[src/rtl/bdm_pkg.sv]
package bdm_pkg;
  // Width of the deviation product for an N-bit operand (deviations are N+1 bits).
  function automatic int unsigned dev_prod_w(input int unsigned n);
    return 2 * (n + 1);
  endfunction
endpackage

[src/rtl/bdm_deviation.sv]
module bdm_deviation #(
  parameter int unsigned N = 8
) (
  input  logic [N-1:0] x,
  output logic [N:0]   d
);
  logic [N-1:0] cpl;
  logic         is_zero;

  assign cpl     = (~x) + {{(N-1){1'b0}}, 1'b1};
  assign is_zero = (x == '0);
  assign d       = {is_zero, cpl};

  // operand plus deviation always lands exactly on the base.
  always_comb begin
    p_dev_sum_r1: assert (({2'b00, x} + {1'b0, d}) == ({{(N+1){1'b0}}, 1'b1} << N))
      else $error("deviation does not complete the base");
  end

  // zero operand yields the full base as its deviation.
  always_comb begin
    if (x == '0) begin
      p_zero_dev_r2: assert (d[N] && (d[N-1:0] == '0))
        else $error("zero operand deviation wrong");
    end
  end
endmodule

[src/rtl/bdm_dev_mult.sv]
module bdm_dev_mult #(
  parameter int unsigned W = 9
) (
  input  logic [W-1:0]   a,
  input  logic [W-1:0]   b,
  output logic [2*W-1:0] p
);
  localparam int unsigned PW = 2 * W;

  logic [PW-1:0] acc [0:W];
  logic [PW-1:0] a_ext;

  assign a_ext  = {{W{1'b0}}, a};
  assign acc[0] = '0;

  for (genvar i = 0; i < W; i++) begin : g_row
    logic [PW-1:0] pp;
    assign pp         = b[i] ? (a_ext << i) : '0;
    assign acc[i + 1] = acc[i] + pp;
  end

  assign p = acc[W];
endmodule

[src/rtl/bdm_csa3.sv]
module bdm_csa3 #(
  parameter int unsigned W = 8
) (
  input  logic [W-1:0] x,
  input  logic [W-1:0] y,
  input  logic [W-1:0] z,
  output logic [W-1:0] s,
  output logic [W-1:0] c
);
  logic [W-1:0] maj;

  for (genvar i = 0; i < W; i++) begin : g_bit
    assign s[i]   = x[i] ^ y[i] ^ z[i];
    assign maj[i] = (x[i] & y[i]) | (x[i] & z[i]) | (y[i] & z[i]);
  end

  assign c = {maj[W-2:0], 1'b0};

  // the carry-save pair keeps the three-input sum modulo 2^W.
  always_comb begin
    p_csa_keep_r4: assert ((s + c) == (x + y + z))
      else $error("carry-save stage lost value");
  end
endmodule

[src/rtl/bdm_upper.sv]
module bdm_upper #(
  parameter int unsigned N = 8
) (
  input  logic [N-1:0] x1,
  input  logic [N-1:0] x2,
  input  logic [N:0]   ovf,
  output logic [N-1:0] hi
);
  logic [N-1:0] s_vec;
  logic [N-1:0] c_vec;

  // x1 - d2 = x1 + x2 - 2^N; the -2^N vanishes modulo 2^N.
  bdm_csa3 #(.W(N)) u_csa (
    .x (x1),
    .y (x2),
    .z (ovf[N-1:0]),
    .s (s_vec),
    .c (c_vec)
  );

  assign hi = s_vec + c_vec;
endmodule

[src/rtl/bdm_mult.sv]
module bdm_mult
  import bdm_pkg::*;
#(
  parameter int unsigned N = 8
) (
  input  logic           clk,
  input  logic           rst_n,
  input  logic           in_valid,
  output logic           in_ready,
  input  logic [N-1:0]   in_a,
  input  logic [N-1:0]   in_b,
  output logic           o_valid,
  input  logic           o_ready,
  output logic [2*N-1:0] o_data
);
  localparam int unsigned DW = N + 1;
  localparam int unsigned PW = dev_prod_w(N);

  logic [DW-1:0]  dev [0:1];
  logic [N-1:0]   opnd [0:1];
  logic [PW-1:0]  dprod;
  logic [N-1:0]   lo_field;
  logic [N:0]     ovf;
  logic [N-1:0]   hi_field;
  logic [2*N-1:0] prod;

  assign opnd[0] = in_a;
  assign opnd[1] = in_b;

  for (genvar k = 0; k < 2; k++) begin : g_dev
    bdm_deviation #(.N(N)) u_dev (
      .x (opnd[k]),
      .d (dev[k])
    );
  end

  bdm_dev_mult #(.W(DW)) u_dmul (
    .a (dev[0]),
    .b (dev[1]),
    .p (dprod)
  );

  assign lo_field = dprod[N-1:0];
  assign ovf      = dprod[2*N:N];

  // deviations never exceed 2^N, so the top product bit stays clear.
  always_comb begin
    p_dprod_top_r3: assert (dprod[PW-1] == 1'b0)
      else $error("deviation product exceeds 2N+1 bits");
  end

  bdm_upper #(.N(N)) u_upper (
    .x1  (in_a),
    .x2  (in_b),
    .ovf (ovf),
    .hi  (hi_field)
  );

  assign prod = {hi_field, lo_field};

  // Output register with valid/ready.
  assign in_ready = !o_valid || o_ready;

  always_ff @(posedge clk or negedge rst_n) begin
    if (!rst_n) begin
      o_valid <= 1'b0;
      o_data  <= '0;
    end else if (in_ready) begin
      o_valid <= in_valid;
      if (in_valid) o_data <= prod;
    end
  end

  // an accepted beat shows up next cycle as the exact product.
  p_product_r5: assert property (@(posedge clk) disable iff (!rst_n)
    (in_valid && in_ready) |=>
      (o_valid && ({{(2*N){1'b0}}, o_data} == ({{(2*N){1'b0}}, $past(in_a)} * {{(2*N){1'b0}}, $past(in_b)}))))
    else $error("product mismatch");

  // a stalled result holds.
  p_hold_r7: assert property (@(posedge clk) disable iff (!rst_n)
    (o_valid && !o_ready) |=> (o_valid && $stable(o_data)))
    else $error("stalled result changed");

  // a ready consumer never blocks the input side.
  p_flow_r9: assert property (@(posedge clk) disable iff (!rst_n)
    o_ready |-> in_ready)
    else $error("input blocked with ready consumer");
endmodule

[config.mk]
export PLATFORM = sky130hd
export DESIGN_NAME = bdm_mult
export DESIGN_NICKNAME = d
export VERILOG_FILES = /design/src/rtl/bdm_pkg.sv /design/src/rtl/bdm_deviation.sv /design/src/rtl/bdm_dev_mult.sv /design/src/rtl/bdm_csa3.sv /design/src/rtl/bdm_upper.sv /design/src/rtl/bdm_mult.sv
export SDC_FILE = /design/constraint.sdc
export NUM_CORES = 1
export LEC_CHECK = 0
export BUFFER_PORTS_ARGS = -buffer_cell sky130_fd_sc_hd__buf_2
export CAP_MARGIN = 20
export CORE_MARGIN = 1
export CORE_UTILIZATION = 47
export CTS_BUF_LIST = sky130_fd_sc_hd__clkbuf_16
export CTS_CLUSTER_SIZE = 24
export DETAILED_ROUTE_END_ITERATION = 10
export PLACE_DENSITY = 0.66
export SLEW_MARGIN = 25
export SYNTH_ARGS = -nofsm -noshare
export SYNTH_HDL_FRONTEND = slang
export SYNTH_SLANG_ARGS = --single-unit
[constraint.sdc]
create_clock -name clk -period 1.6 [get_ports clk]
set_input_delay 0.08 -clock clk [delete_from_list [all_inputs] [get_ports clk]]
set_output_delay 0.08 -clock clk [all_outputs]
set_load 0.01 [all_outputs]
==> run summary <==
Req. time, crit path: 1730 ps
RSZ-0062 raised after global routing: true
PwrDens: 2330 nW/um^2
num rows: 31
final worst slack: -4800 ps
worst min path class: in -> reg
largest family of logic cells by synthesized area: adder cells
Simple-Gate Fraction of Synth Area: 0.150
Yosys reg bits: 17
Least-Margin Pin Slew: 455 ps
# diodes: 0
Max Cap Viol: 0
first-pass GRT wire length: 17.2 mm
most frequent CP cell: xnor2_1
Leak Pwr: 2.80 nW
clock period minus worst slack: 6400 ps
DRT antenna net count: 0
drt initial violations: 163
syn_area_per_cell: 8.85 sq um
start point of the critical path: in_a[3]
reg2reg path depth: 5
Max clock buf depth: 2
placed instance area: 4880 sq um
Port Buffers: 37
Critical-path top delay cell: or4_4
GPL Wtd Cong: 0.880
Die Area: 8120 sq um
Hold Violations, Final: 0
Reg2Reg Setup Slack: 230 ps
cell family with most CP delay: adder cells
worst-skew pair later-pin latency: 250 ps
Seq/Total Area, Yosys: 0.117
CP peak stage delay: 580 ps
critical path class: in -> reg
fin area: 5440 sq um
number of detailed-routing iterations run before antenna repair: 4
adder-cell share of the synthesized area: 0.432
CP arrival: 6530 ps
Synth cell types: 35
Hold Path End: o_valid$_DFFE_PN0N_
global-route usage over all layers: 0.266
hold_sp: in_valid
# H-tree levels: 1
Synth Area in XOR/XNOR: 0.107
Die Height: 90.1 um
DRC violations left: 0
Reg-to-Reg End: o_data[13]$_DFFE_PN0P_
CTS root buf: clkbuf_16
failing checks: negative setup slack
Mapped Cells: 412
core area: 7370 sq um
fin nets: 685
type of origin of the critical path: input pin
Final HPWL DP: 8.19 mm
CTS clk-pin slew, worst paths: 60 ps
vias in the first global route: 3675
post-synthesis mux area share: 0.0278
vias per inst: 4.99
Syn Nets: 526
CP endpoint kind: register
Syn-to-layout area delta: 49.3%
initial core utilization: 0.495
via count: 3341
Reg-to-Reg Start: o_valid$_DFFE_PN0N_
total I/O pin count: 38
critical path peak fanout: 4
slew margin rel.: 0.696
Final Max Tran Viols: 0
VDD IR-drop max: 4.97 mV
setup slack at placement: -5160 ps
fin cells: 669
compound-gate portion of the synthesized area: 0.0837
run status: finished with violations
CTS Buf Count: 3
routed wire length: 10.3 mm
TritonCTS clock tree: yes
Die Width: 90.1 um
WL/cell: 15.3 um
CP bufs+invs: 5
initial antenna violation count: 0
clock tree sinks: 17
final setup fails: 14
placed cells: 646
post-route clock period utilization: 4.00
Layout Skew: 1.73 ps
share of cells above drive strength 1: 0.430
Ys Warns: 0
Hold Crit Depth: 2
remaining global-route overflow: 0
mapped cell area: 3650 sq um
largest net degree at the start of global routing: 18
FMAX: 156 MHz
Total Neg Setup Slack: -43060 ps
-- routing by layer --
| layer | up-vias | routed length (um) | GRT usage |
|---|---|---|---|
| li1 | 1602 | - | - |
| met2 | 61 | 5550 | 0.480 |
| met5 | - | 0 | 0 |
| met3 | 17 | 240 | 0.0271 |
| met4 | 0 | 255 | 0.0753 |
| met1 | 1661 | 4220 | 0.337 |
-- worst max path at each step --
stage / to / depth (start not counted)
detailed placement: o_data[15]$_DFFE_PN0P_ / 33
finish: o_data[15]$_DFFE_PN0P_ / 32
global route: o_data[15]$_DFFE_PN0P_ / 32
global placement: o_data[15]$_DFFE_PN0P_ / 33
floorplan: o_data[15]$_DFFE_PN0P_ / 31
CTS: o_data[15]$_DFFE_PN0P_ / 32
-- sequential cells by signal, indices dropped and copies added (netlist names) --
signal and count:
o_data 16, o_valid 1
-- synthesized netlist by cell type --
| master | count | share of area |
|---|---|---|
| o21bai_1 | 3 | 0.0062 |
| o41ai_4 | 1 | 0.0075 |
| ha_1 | 41 | 0.14 |
| inv_2 | 1 | 0.0010 |
| inv_1 | 77 | 0.079 |
| nor3_1 | 6 | 0.0082 |
| nor2b_1 | 1 | 0.0017 |
| o21a_1 | 1 | 0.0021 |
| and2_2 | 2 | 0.0041 |
| a21oi_1 | 15 | 0.021 |
| nand2_1 | 54 | 0.056 |
| a21boi_0 | 1 | 0.0021 |
| nand2b_1 | 3 | 0.0051 |
| or3_1 | 1 | 0.0017 |
| mux2_2 | 9 | 0.028 |
| xnor3_1 | 1 | 0.0062 |
| nor2_1 | 27 | 0.028 |
| fa_1 | 53 | 0.29 |
| nand3_1 | 2 | 0.0027 |
| dfrtp_1 | 17 | 0.12 |
| o21ai_0 | 15 | 0.021 |
| and3_1 | 2 | 0.0034 |
| xnor2_1 | 31 | 0.074 |
| and2_1 | 17 | 0.029 |
| o311ai_1 | 1 | 0.0024 |
| or4_4 | 1 | 0.0031 |
| o21ai_1 | 2 | 0.0027 |
| o31a_2 | 1 | 0.0027 |
| a21o_1 | 7 | 0.014 |
| nor4_1 | 2 | 0.0034 |
| nand4_1 | 1 | 0.0017 |
| a211o_1 | 1 | 0.0024 |
| clkbuf_1 | 3 | 0.0031 |
| nor3b_1 | 1 | 0.0021 |
| xor2_1 | 11 | 0.026 |
-- cell type report --
| cell class | instances | area (sq um) |
|---|---|---|
| flip-flops and latches | 17 | 425 |
| inverters | 78 | 300 |
| repair buffers | 157 | 1160 |
| fillers | 516 | 1930 |
| multi-input cells | 314 | 3350 |
| clock inverters | 1 | 5.00 |
| clock buffers | 3 | 75.1 |
| well taps | 99 | 124 |
-- power breakdown --
group	internal [W]	switching [W]	total, W
clock	0.000335	0.000179	0.000514
combinational	0.00625	0.00520	0.0115
sequential	0.000644	0.0000884	0.000732
total	0.00723	0.00547	0.0127
-- logic make-up (layout without fill, tap and decap cells) --
logic type,count (synthesis),after routing
AND/OR/NAND/NOR,120,120
flip-flops,17,17
multiplexers,9,9
XOR/XNOR,43,43
adder cells (fa/ha/maj),94,94
buffers and inverters,81,239
AO/OA/AOI/OAI,48,48
-- cell usage in the layout, fill, tap and decap left out, drive strengths merged, types with 2 or more instances in the layout --
cell and count:
clkinvlp 2, xor2 11, a21o 7, nand2 54, mux2 9, nand2b 3, o21ai 17, nor2 27
fa 53, xnor2 31, buf 156, o21bai 3, nand3 2, nor3 6, a21oi 15, clkbuf 3
and3 2, nor4 2, ha 41, dfrtp 17, inv 76, and2 19
-- worst register-to-register path: cells and delay by family, from the launching register on --
| family | cells | cell delay [ps] |
|---|---|---|
| and+or+nand+nor | 3 | 500 |
| DFF | 1 | 390 |
| buffers and inverters | 1 | 300 |
| AOI/OAI and AO/OA | 1 | 70 |
-- per-stage QoR --
step / power, W / utilization / hold WS, ps
floorplan: 0.00610 / - / -216
global placement: 0.00901 / 0.662 / 13.6
detailed placement: 0.00930 / 0.662 / 32.8
CTS: 0.0119 / 0.722 / 54.1
global route: 0.0138 / 0.739 / 70.4
finish: 0.0127 / 0.739 / 71.1
-- timing repair --
item / in CTS / in global routing
buffers inserted: 16 / 4
cloned: 0 / 0
hold endpoints to repair: 17 / 0
pin swaps: 54 / 20
hold buffers: 1 / 0
endpoints found under the setup margin: 14 / 14
gates resized for setup: 54 / 15
(Power assumes the default switching activity.)
